$ cat config.mk
export PLATFORM = sky130hd
export DESIGN_NAME = uart_stat_core
export DESIGN_NICKNAME = d
export VERILOG_FILES = /design/src/rtl/uart_stat_pkg.sv /design/src/rtl/uart_rx_track.sv /design/src/rtl/uart_tx_track.sv /design/src/rtl/uart_err_flags.sv /design/src/rtl/uart_stat_core.sv
export SDC_FILE = /design/constraint.sdc
export NUM_CORES = 1
export LEC_CHECK = 0
export BUFFER_PORTS_ARGS = -buffer_cell sky130_fd_sc_hd__buf_2
export CORE_AREA = 4 4 41 43
export CTS_CLUSTER_DIAMETER = 100
export DETAILED_ROUTE_END_ITERATION = 8
export DIE_AREA = 0 0 45 47
export PLACE_DENSITY = 0.51
export SLEW_MARGIN = 40
export SYNTH_ARGS = -nofsm -noshare
export SYNTH_HDL_FRONTEND = slang
export SYNTH_SLANG_ARGS = --single-unit
export TNS_END_PERCENT = 30
$ cat constraint.sdc
create_clock -name clk -period 0.8 [get_ports clk]
set_input_delay 0.12 -clock clk [delete_from_list [all_inputs] [get_ports clk]]
set_output_delay 0.12 -clock clk [all_outputs]
set_load 0.02 [all_outputs]
$ cat src/rtl/uart_stat_pkg.sv
package uart_stat_pkg;
    localparam int STAT_W    = 8;
    localparam int N_ERR     = 3;
    // error vector order: [2]=parity, [1]=overrun, [0]=framing
    localparam int BIT_PAR   = 7;
    localparam int BIT_OVR   = 6;
    localparam int BIT_FRM   = 5;
    localparam int BIT_FULL  = 4;
    localparam int BIT_EMPTY = 3;
    localparam int UNUSED_W  = BIT_EMPTY;

    typedef enum logic {RX_EMPTY = 1'b0, RX_HELD = 1'b1} rx_state_t;
    typedef enum logic {TX_VACANT = 1'b0, TX_LOADED = 1'b1} tx_state_t;
endpackage

$ cat src/rtl/uart_rx_track.sv
module uart_rx_track
    import uart_stat_pkg::*;
(
    input  logic clk,
    input  logic rst_n,
    input  logic done_i,
    input  logic rd_i,
    output logic full_o,
    output logic overrun_o
);
    rx_state_t state_q, state_d;

    always_ff @(posedge clk) begin
        if (!rst_n) state_q <= RX_EMPTY;
        else        state_q <= state_d;
    end

    always_comb begin
        state_d   = state_q;
        overrun_o = 1'b0;
        unique case (state_q)
            RX_EMPTY: if (done_i) state_d = RX_HELD;
            RX_HELD: begin
                if (done_i)    overrun_o = 1'b1;
                else if (rd_i) state_d   = RX_EMPTY;
            end
            default: state_d = RX_EMPTY;
        endcase
    end

    assign full_o = (state_q == RX_HELD);
endmodule

$ cat src/rtl/uart_tx_track.sv
module uart_tx_track
    import uart_stat_pkg::*;
(
    input  logic clk,
    input  logic rst_n,
    input  logic wr_i,
    input  logic load_i,
    output logic empty_o
);
    tx_state_t state_q, state_d;

    always_ff @(posedge clk) begin
        if (!rst_n) state_q <= TX_VACANT;
        else        state_q <= state_d;
    end

    always_comb begin
        state_d = state_q;
        unique case (state_q)
            TX_VACANT: if (wr_i && !load_i) state_d = TX_LOADED;
            TX_LOADED: if (load_i)          state_d = TX_VACANT;
            default:   state_d = TX_VACANT;
        endcase
    end

    assign empty_o = (state_q == TX_VACANT);
endmodule

$ cat src/rtl/uart_err_flags.sv
module uart_err_flags
    import uart_stat_pkg::*;
#(
    parameter int NUM = N_ERR
) (
    input  logic           clk,
    input  logic           rst_n,
    input  logic [NUM-1:0] set_i,
    input  logic           clr_i,
    output logic [NUM-1:0] flag_o
);
    for (genvar g = 0; g < NUM; g++) begin : g_flag
        logic q;
        always_ff @(posedge clk) begin
            if (!rst_n)        q <= 1'b0;
            else if (set_i[g]) q <= 1'b1;
            else if (clr_i)    q <= 1'b0;
        end
        assign flag_o[g] = q;
    end
endmodule

$ cat src/rtl/uart_stat_core.sv
module uart_stat_core
    import uart_stat_pkg::*;
(
    input  logic              clk,
    input  logic              rst_n,
    input  logic              rx_done_i,
    input  logic              rx_par_err_i,
    input  logic              rx_frm_err_i,
    input  logic              rx_ovr_i,
    input  logic              rd_data_i,
    input  logic              wr_data_i,
    input  logic              tx_load_i,
    input  logic              clr_wr_i,
    input  logic              clr_bit_i,
    input  logic              rx_ie_i,
    output logic [STAT_W-1:0] status_o,
    output logic              data_ok_o,
    output logic              rx_irq_o,
    output logic              tx_irq_o
);
    logic             full, empty, ovr_det, err_clr;
    logic [N_ERR-1:0] err_set, err;

    uart_rx_track u_rx (
        .clk(clk), .rst_n(rst_n), .done_i(rx_done_i), .rd_i(rd_data_i),
        .full_o(full), .overrun_o(ovr_det)
    );

    uart_tx_track u_tx (
        .clk(clk), .rst_n(rst_n), .wr_i(wr_data_i), .load_i(tx_load_i),
        .empty_o(empty)
    );

    assign err_set = {rx_par_err_i, rx_ovr_i | ovr_det, rx_frm_err_i};
    assign err_clr = clr_wr_i & ~clr_bit_i;

    uart_err_flags #(.NUM(N_ERR)) u_err (
        .clk(clk), .rst_n(rst_n), .set_i(err_set), .clr_i(err_clr),
        .flag_o(err)
    );

    always_comb begin
        status_o            = '0;
        status_o[BIT_PAR]   = err[2];
        status_o[BIT_OVR]   = err[1];
        status_o[BIT_FRM]   = err[0];
        status_o[BIT_FULL]  = full;
        status_o[BIT_EMPTY] = empty;
        data_ok_o           = full & ~(|err);
        rx_irq_o            = rx_ie_i & (full | (|err));
        tx_irq_o            = empty;
    end
endmodule

==> results of run 1 <==
registers in the layout, summed over array words and instances (netlist names):
name / count
u_rx.full_o: 1
u_tx.state_q: 1
u_err.g_flag.q: 3
kinds of logic (layout without fill, tap and decap cells):
family,Yosys count,after routing,synth area share
AOI/OAI and AO/OA,5,5,0.142
buffers and inverters,9,27,0.242
DFF,5,5,0.379
other,1,3,0.0142
and+or+nand+nor,8,8,0.223
worst max-delay path by stage:
stage,cells after the start,from,to
floorplan,1,u_rx.full_o,rx_irq_o
global route,2,u_rx.full_o,rx_irq_o
detailed placement,2,u_err.g_flag[0].q,rx_irq_o
global placement,2,u_err.g_flag[0].q,rx_irq_o
finish,2,u_rx.full_o,rx_irq_o
CTS,2,u_err.g_flag[0].q,rx_irq_o
area by class of cell:
cell class | instances | area, sq um
multi-input combinational | 16 | 129
clock buffer | 4 | 26.3
fill | 140 | 858
inverter | 1 | 3.75
sequential | 5 | 108
timing repair buffer | 22 | 158
tap | 15 | 18.8
synthesized netlist by cell type (all sizes together):
cell    n
nor3b   1
o41a    1
buf     8
nor4b   1
inv     1
o21a    1
nor2    1
nand2b  1
nor2b   4
conb    1
a221oi  1
dfxtp   5
a21oi   2
per-stage QoR:
stage / TNS (ns) / cell area (sq um) / hold slack, ns / power (mW) / utilization
global route: -1.89 / 443 / 0.0246 / 0.824 / 0.340
CTS: -1.80 / 415 / 0.0232 / 0.780 / 0.319
finish: -1.56 / 443 / 0.0251 / 0.782 / 0.340
floorplan: -0.190 / 289 / 0.196 / 0.409 / -
detailed placement: -0.519 / 365 / 0.288 / 0.452 / 0.281
global placement: -0.487 / 365 / 0.282 / 0.450 / 0.281
power breakdown:
group / switching [mW] / leakage, nW / internal (mW)
clock: 0.113 / 0.0150 / 0.189
sequential: 0.0200 / 0.0431 / 0.268
combinational: 0.0904 / 0.153 / 0.102
metal layers:
| layer | vias up | share of wire | track usage |
|---|---|---|---|
| li1 | 122 | - | - |
| met1 | 114 | 0.34 | 0.0732 |
| met2 | 16 | 0.52 | 0.0960 |
| met3 | 0 | 0.14 | 0.0498 |
| met4 | 0 | 0 | 0.0526 |
| met5 | - | 0 | 0 |
repair_timing:
action / in CTS / in global routing
resized for setup: 7 / 10
endpoints found under the setup margin: 10 / 10
pin swaps: 2 / 2
gates cloned: 0 / 0
==> flow_summary_export.csv, run 1 <==
group,metric,value,unit
cts,cts_tree,"built",
synthesis,netlist_area,264,sq um
cts,cts_post_setup_buffers_inserted,0,
timing,fin_crit_sh,1.55,
setup_path,start_kind,"flop",
layout,area_growth,67.8,%
setup_path,timing.reg2reg.worst_path_depth,3,
setup_path,worst_ep_arrival_time,1.12,ns
layout,layout_common_cells,"sky130_fd_sc_hd__buf_2, sky130_fd_sc_hd__buf_6, sky130_fd_sc_hd__nor2b_1, sky130_fd_sc_hd__buf_4",
synthesis,netlist-cell-type-count,13,
global_routing,global_route_wire_length_before_repair,972,microns
worst_hold_path,timing.hold.worst_endpoint,"u_tx.state_q",
setup_path,timing.critical_path.required,0.68,ns
cts,clock-sinks,5,
pwr,p_leak,0.211,nW
setup_path,path_class,"reg -> out",
die,dieArea,2120,sq um
die,initial_core_util,0.203,
cts,h-tree-depth,1,
global_routing,globalRoute.totalOverflow,0,
routing,first_iter_violations,0,
setup_path,path_buf_inv,1,
timing,final.min_clock_period,1.24,ns
setup_path,path_cells,"o41a_1 > buf_6",
routing,drc_errors,0,
cts,hold_bufs_at_cts,0,
cts,insertion_delay,0.24,ns
timing,hold_violations,0,
timing,maxSlewViolCount,0,
timing,setup_ws,-0.443,ns
synthesis,sequential_cell_area_fraction_in_the_yosys_report,0.379,
setup_path,timing.critical_path.fanout_max,2,
setup_path,rrSetupSlack,-0.07,ns
layout,count_of_inserted_antenna_diode_cells,0,
layout,layout.cells.most_common,"sky130_fd_sc_hd__buf_2",
placement,io_buffers,19,
die,die_x,45,microns
status,run_status,"complete, but fails checks",
routing,first_pass_iters,1,
synthesis,netlist_top_cells_area,"sky130_fd_sc_hd__dfxtp_1, sky130_fd_sc_hd__buf_4, sky130_fd_sc_hd__nor2b_1",
timing,finClkSkew,0.000451,ns
cts,clock_tree.buffer_depth,2,
timing,report.final.setup_viol,10,
placement,place.gp.congestion,0.624,
layout,layout-drive-gt1-share,0.667,
layout,post_layout_nonfiller_instances,63,
global_routing,grt_max_degree,6,
run,drv_cap,0,
synthesis,yosys_warnings,0,
die,die_h,47,microns
routing,antenna_left,0,
setup_path,critPathTopFamily,"compound AO/OA/AOI/OAI gates",
global_routing,grt_pass1_vias,231,
timing,rsz_0062_raised_after_global_routing,"true",
global_routing,initial_antenna_violation_count,0,
cts,clk_root_buffer_cell,"sky130_fd_sc_hd__clkbuf_4",
synthesis,synth_largest_type_area_fraction,0.379,
synthesis,synth_top_area_cell,"sky130_fd_sc_hd__dfxtp_1",
placement,dp.cells,59,
placement,pre_cts_ws,-0.197,ns
synthesis,yosys_register_bits,5,
synthesis,postSynthCellCount,28,
routing,wl_per_cell,10.8,microns
global_routing,global_route.usage.total,0.0697,
layout,fin_nets,61,
worst_hold_path,hold_path_depth,2,
routing,dr_total_vias,252,
routing,routed_wirelength,681,microns
worst_hold_path,hold_class,"in -> reg",
worst_hold_path,hp-start,"tx_load_i",
cts,num_cts_buffers,3,
die,core_area,1300,sq um
pwr,worst_ir_drop_vdd,0.629,mV
setup_path,worstReg2RegEnd,"u_err.g_flag[1].q",
cts,clk_pin_slew,0.05,ns
routing,drt-vias-per-instance,4.00,
timing,achievable-frequency,0.804,GHz
die,pin_count,23,
setup_path,crit-reg2reg-launch,"u_rx.full_o",
pwr,power.density_cell_area,1770,nW/um^2
synthesis,synth.avg_cell_area,9.43,sq um
status,failing_checks,"setup timing",
setup_path,critical_path.max_stage_delay,0.42,ns
setup_path,crit_path_end_kind,"output pin",
die,floorplan.rows,13,
setup_path,slowest_stage,"sky130_fd_sc_hd__o41a_1",
Power figures use the tool's default switching activity.
==> inputs of run 2 (changes only) <==
- BUFFER_PORTS_ARGS: -buffer_cell sky130_fd_sc_hd__buf_2 -> -buffer_cell sky130_fd_sc_hd__clkbuf_2
==> flow_summary_export.csv, run 2 (synthesis results as in run 1) <==
group,metric,value,unit
global_routing,global_route_wire_length_before_repair,952,microns
routing,dr_total_vias,253,
layout,largest_register_ffs,3,
cts,h-tree-depth,1,
setup_path,timing.critical_path.fanout_max,3,
global_routing,grt.met2_usage,0.102,
run,drv_cap,0,
layout,fin_nets,62,
layout,post_layout_nonfiller_instances,64,
setup_path,crit_path_end_kind,"output pin",
global_routing,grt_pass1_vias,242,
pwr,worst_ir_drop_vdd,0.671,mV
pwr,post-layout-total-power,0.777,mW
routing,antenna_left,0,
global_routing,global_route.usage.total,0.0695,
setup_path,timing.critical_path.required,0.68,ns
die,dieArea,2120,sq um
layout,layout-drive-gt1-share,0.694,
layout,layout_common_cells,"sky130_fd_sc_hd__clkbuf_2, sky130_fd_sc_hd__buf_6, sky130_fd_sc_hd__nor2b_1, sky130_fd_sc_hd__buf_4",
layout,n_fill_cell,148,
routing,drt-vias-per-instance,3.95,
setup_path,start_kind,"flop",
worst_hold_path,hold_class,"in -> reg",
pwr,power.density_cell_area,1670,nW/um^2
timing,setup_ws,-0.440,ns
routing,wl_per_cell,10.0,microns
placement,io_buffers,19,
routing,first_pass_iters,4,
routing,drc_errors,0,
setup_path,timing.reg2reg.worst_path_depth,3,
timing,achievable-frequency,0.806,GHz
global_routing,grt-busiest-layer,"met2",
die,die_x,45,microns
cts,clk_pin_slew,0.04,ns
timing,hold_violations,0,
cts,num_cts_buffers,3,
cts,clock-sinks,5,
timing,maxSlewViolCount,0,
timing,report.final.setup_viol,11,
cts,insertion_delay,0.24,ns
global_routing,initial_antenna_violation_count,0,
global_routing,grt_use_met1,0.0636,
timing,finClkSkew,0.00194,ns
layout,area_growth,76.8,%
cts,clk_root_buffer_cell,"sky130_fd_sc_hd__clkbuf_4",
setup_path,path_class,"reg -> out",
layout,largest_register,"u_err.g_flag.q",
timing,rsz_0062_raised_after_global_routing,"true",
die,floorplan.rows,13,
die,pin_count,23,
status,run_status,"complete, but fails checks",
layout,layout.cells.most_common,"sky130_fd_sc_hd__clkbuf_2",
cts,cts_tree,"built",
global_routing,grt_max_degree,6,
setup_path,worst_ep_arrival_time,1.12,ns
die,core_area,1300,sq um
global_routing,use_met3,0.0690,
status,failing_checks,"setup timing",
timing,holdWs,0.0371,ns
placement,place.gp.congestion,0.617,
routing,routed_wirelength,640,microns
routing,first_iter_violations,1,
layout,count_of_inserted_antenna_diode_cells,0,
cts,clock_tree.buffer_depth,2,
timing,final.min_clock_period,1.24,ns
placement,pre_cts_ws,-0.195,ns
placement,dp.cells,58,
cts,hold_bufs_at_cts,0,
global_routing,globalRoute.totalOverflow,0,
die,initial_core_util,0.203,
timing,fin_crit_sh,1.55,
pwr,p_leak,0.221,nW
die,die_h,47,microns
worst_hold_path,hold_path_depth,2,
placement,dp.final_hpwl,521,microns
-- run 2: what timing repair did --
| item | CTS | global route |
|---|---|---|
| setup endpoints to repair | 10 | 10 |
| resized for setup | 8 | 18 |
| buffers inserted | 0 | 2 |
| gates cloned | 0 | 0 |
| pin swaps | 0 | 2 |
-- run 2: worst paths after layout --
path                                        start                 to  slack (ns)
worst min register to register       u_tx.state_q       u_tx.state_q        0.50
worst max-delay path            u_err.g_flag[2].q           rx_irq_o       -0.44
worst min-delay path                    tx_load_i       u_tx.state_q        0.04
worst max register to register        u_rx.full_o  u_err.g_flag[1].q       -0.04
-- run 2: area by class of cell --
class                   instances  area (sq um)  area share
repair buffers                 23           175       0.375
multi-input cells              16           133       0.284
flip-flops and latches          5           110       0.236
clock buffers                   4          26.3      0.0563
well taps                      15          18.8      0.0402
inverters                       1          3.75     0.00804
-- run 2: routing by layer --
metal / part of all wire / wire length [microns] / vias up
met5: 0 / 0 / -
met4: 0 / 0 / 0
met3: 0.18 / 113 / 0
met2: 0.48 / 305 / 18
met1: 0.35 / 221 / 111
li1: - / - / 124
-- run 2: worst max-delay path: stages, from the launching register on --
cell and delay [ns]:
sky130_fd_sc_hd__dfxtp_4 0.34, sky130_fd_sc_hd__o41a_1 0.41, sky130_fd_sc_hd__buf_6 0.14
-- run 2: report_power, final --
part           leakage (nW)  internal [mW]  switching [mW]
Clock                0.0150          0.188          0.0979
Sequential           0.0434          0.267          0.0195
Combinational         0.163          0.111          0.0932
Total                 0.221          0.567           0.211
-- run 2: through the flow --
stage	util	setup TNS (ns)	instance area, sq um
after floorplan	-	-0.190	289
after global placement	0.275	-0.464	358
after detailed placement	0.275	-0.492	358
after CTS	0.317	-1.86	413
after global routing	0.359	-2.22	467
final	0.359	-1.69	467
==> inputs of run 3 (changes only) <==
- CORE_AREA: 4 4 41 43 -> 2 2 39 41
- DIE_AREA: 0 0 45 47 -> 0 0 41 43
==> flow_summary_export.csv, run 3 (synthesis results as in run 1) <==
group,metric,value,unit
die,core_area,1380,sq um
routing,wl_per_cell,8.62,microns
setup_path,start_kind,"flop",
global_routing,globalRoute.totalOverflow,0,
global_routing,global_route_wire_length_before_repair,862,microns
layout,n_fill_cell,147,
layout,count_of_inserted_antenna_diode_cells,0,
die,die_h,43,microns
cts,clock-sinks,5,
routing,first_pass_iters,1,
cts,h-tree-depth,1,
routing,drc_errors,0,
die,floorplan.rows,14,
routing,dr_total_vias,248,
layout,largest_register_ffs,3,
die,die_x,41,microns
layout,layout_common_cells,"sky130_fd_sc_hd__clkbuf_2, sky130_fd_sc_hd__buf_4, sky130_fd_sc_hd__buf_6",
cts,hold_bufs_at_cts,0,
setup_path,timing.critical_path.fanout_max,3,
routing,drt-vias-per-instance,3.82,
timing,final.setup.tns,-1.68,ns
timing,final.min_clock_period,1.25,ns
setup_path,worst_ep_arrival_time,1.13,ns
status,run_status,"complete, but fails checks",
layout,layout.cells.most_common,"sky130_fd_sc_hd__clkbuf_2",
setup_path,path_class,"reg -> out",
cts,clock_tree.buffer_depth,2,
die,initial_core_util,0.191,
cts,clk_root_buffer_cell,"sky130_fd_sc_hd__clkbuf_4",
timing,finClkSkew,0.000380,ns
layout,layout-drive-gt1-share,0.714,
status,failing_checks,"setup timing",
worst_hold_path,hold_class,"in -> reg",
placement,dpl-instance-area,367,sq um
placement,place.gp.congestion,0.636,
global_routing,grt_pass1_vias,233,
layout,finish.utilization,0.337,
placement,dp.cells,60,
routing,antenna_left,0,
layout,post_layout_nonfiller_instances,65,
layout,fin_nets,62,
die,pin_count,23,
cts,insertion_delay,0.24,ns
global_routing,initial_antenna_violation_count,0,
timing,rsz_0062_raised_after_global_routing,"true",
setup_path,crit_path_end_kind,"output pin",
timing,holdWs,0.0321,ns
die,dieArea,1760,sq um
run,drv_cap,0,
global_routing,global_route.usage.total,0.0794,
routing,first_iter_violations,0,
global_routing,grt_max_degree,6,
pwr,power.density_cell_area,1670,nW/um^2
timing,setup_ws,-0.449,ns
layout,final_cell_area,467,sq um
placement,io_buffers,19,
timing,fin_crit_sh,1.56,
routing,routed_wirelength,560,microns
cts,clk_pin_slew,0.04,ns
layout,area_growth,76.8,%
setup_path,timing.critical_path.required,0.68,ns
layout,largest_register,"u_err.g_flag.q",
timing,maxSlewViolCount,0,
cts,num_cts_buffers,3,
timing,hold_violations,0,
timing,achievable-frequency,0.800,GHz
timing,report.final.setup_viol,11,
pwr,p_leak,0.222,nW
pwr,worst_ir_drop_vdd,0.774,mV
cts,cts_tree,"built",
## run 3: cell count changes in the layout (fill, tap and decap cells not counted)
cell	change
sky130_fd_sc_hd__buf_2	+1
sky130_fd_sc_hd__buf_6	-1
sky130_fd_sc_hd__dfxtp_2	+1
sky130_fd_sc_hd__dfxtp_4	-1
sky130_fd_sc_hd__nor2b_1	-1
sky130_fd_sc_hd__nor2b_4	+1
## run 3: where the power goes
group	total [mW]	switching [mW]	internal, mW	leakage (nW)
registers	0.289	0.0205	0.269	0.0431
logic	0.204	0.0927	0.112	0.164
clock network	0.284	0.0957	0.188	0.0150
total	0.777	0.209	0.568	0.222
## run 3: critical path, stage by stage, from the launching register on
cell and delay [ns]:
sky130_fd_sc_hd__dfxtp_2 0.33, sky130_fd_sc_hd__o41a_1 0.42, sky130_fd_sc_hd__buf_6 0.14
## run 3: final cells by class
class                   instances  area [sq um]  area share
clock buffers                   4          26.3      0.0563
inverters                       1          3.75     0.00804
multi-input cells              16           140       0.300
flip-flops and latches          5           108       0.231
well taps                      16          20.0      0.0429
repair buffers                 23           169       0.362
## run 3: final timing paths
path | slack (ns) | to | depth (start not counted) | start
max | -0.45 | rx_irq_o | 2 | u_err.g_flag[0].q
min | 0.03 | u_tx.state_q | 2 | tx_load_i
min reg2reg | 0.49 | u_tx.state_q | 2 | u_tx.state_q
max reg2reg | -0.05 | u_err.g_flag[2].q | 4 | u_err.g_flag[2].q
## run 3: through the flow
stage	total power, mW	setup slack [ns]
finish	0.777	-0.449
global route	0.841	-0.487
CTS	0.773	-0.455
detailed placement	0.451	-0.189
global placement	0.450	-0.189
floorplan	0.409	-0.134
## run 3: what timing repair did
action / CTS / global route
endpoints found under the hold margin: 0 / 0
setup endpoints to repair: 10 / 11
resized for setup: 9 / 14
setup buffers: 1 / 0
pin swaps: 0 / 1
## run 3: metal layers
layer	part of all wire	GRT usage	routed length, microns
met1	0.37	0.0774	208
met2	0.49	0.103	273
met3	0.14	0.0838	78
met4	0	0.0400	0
met5	0	0	0
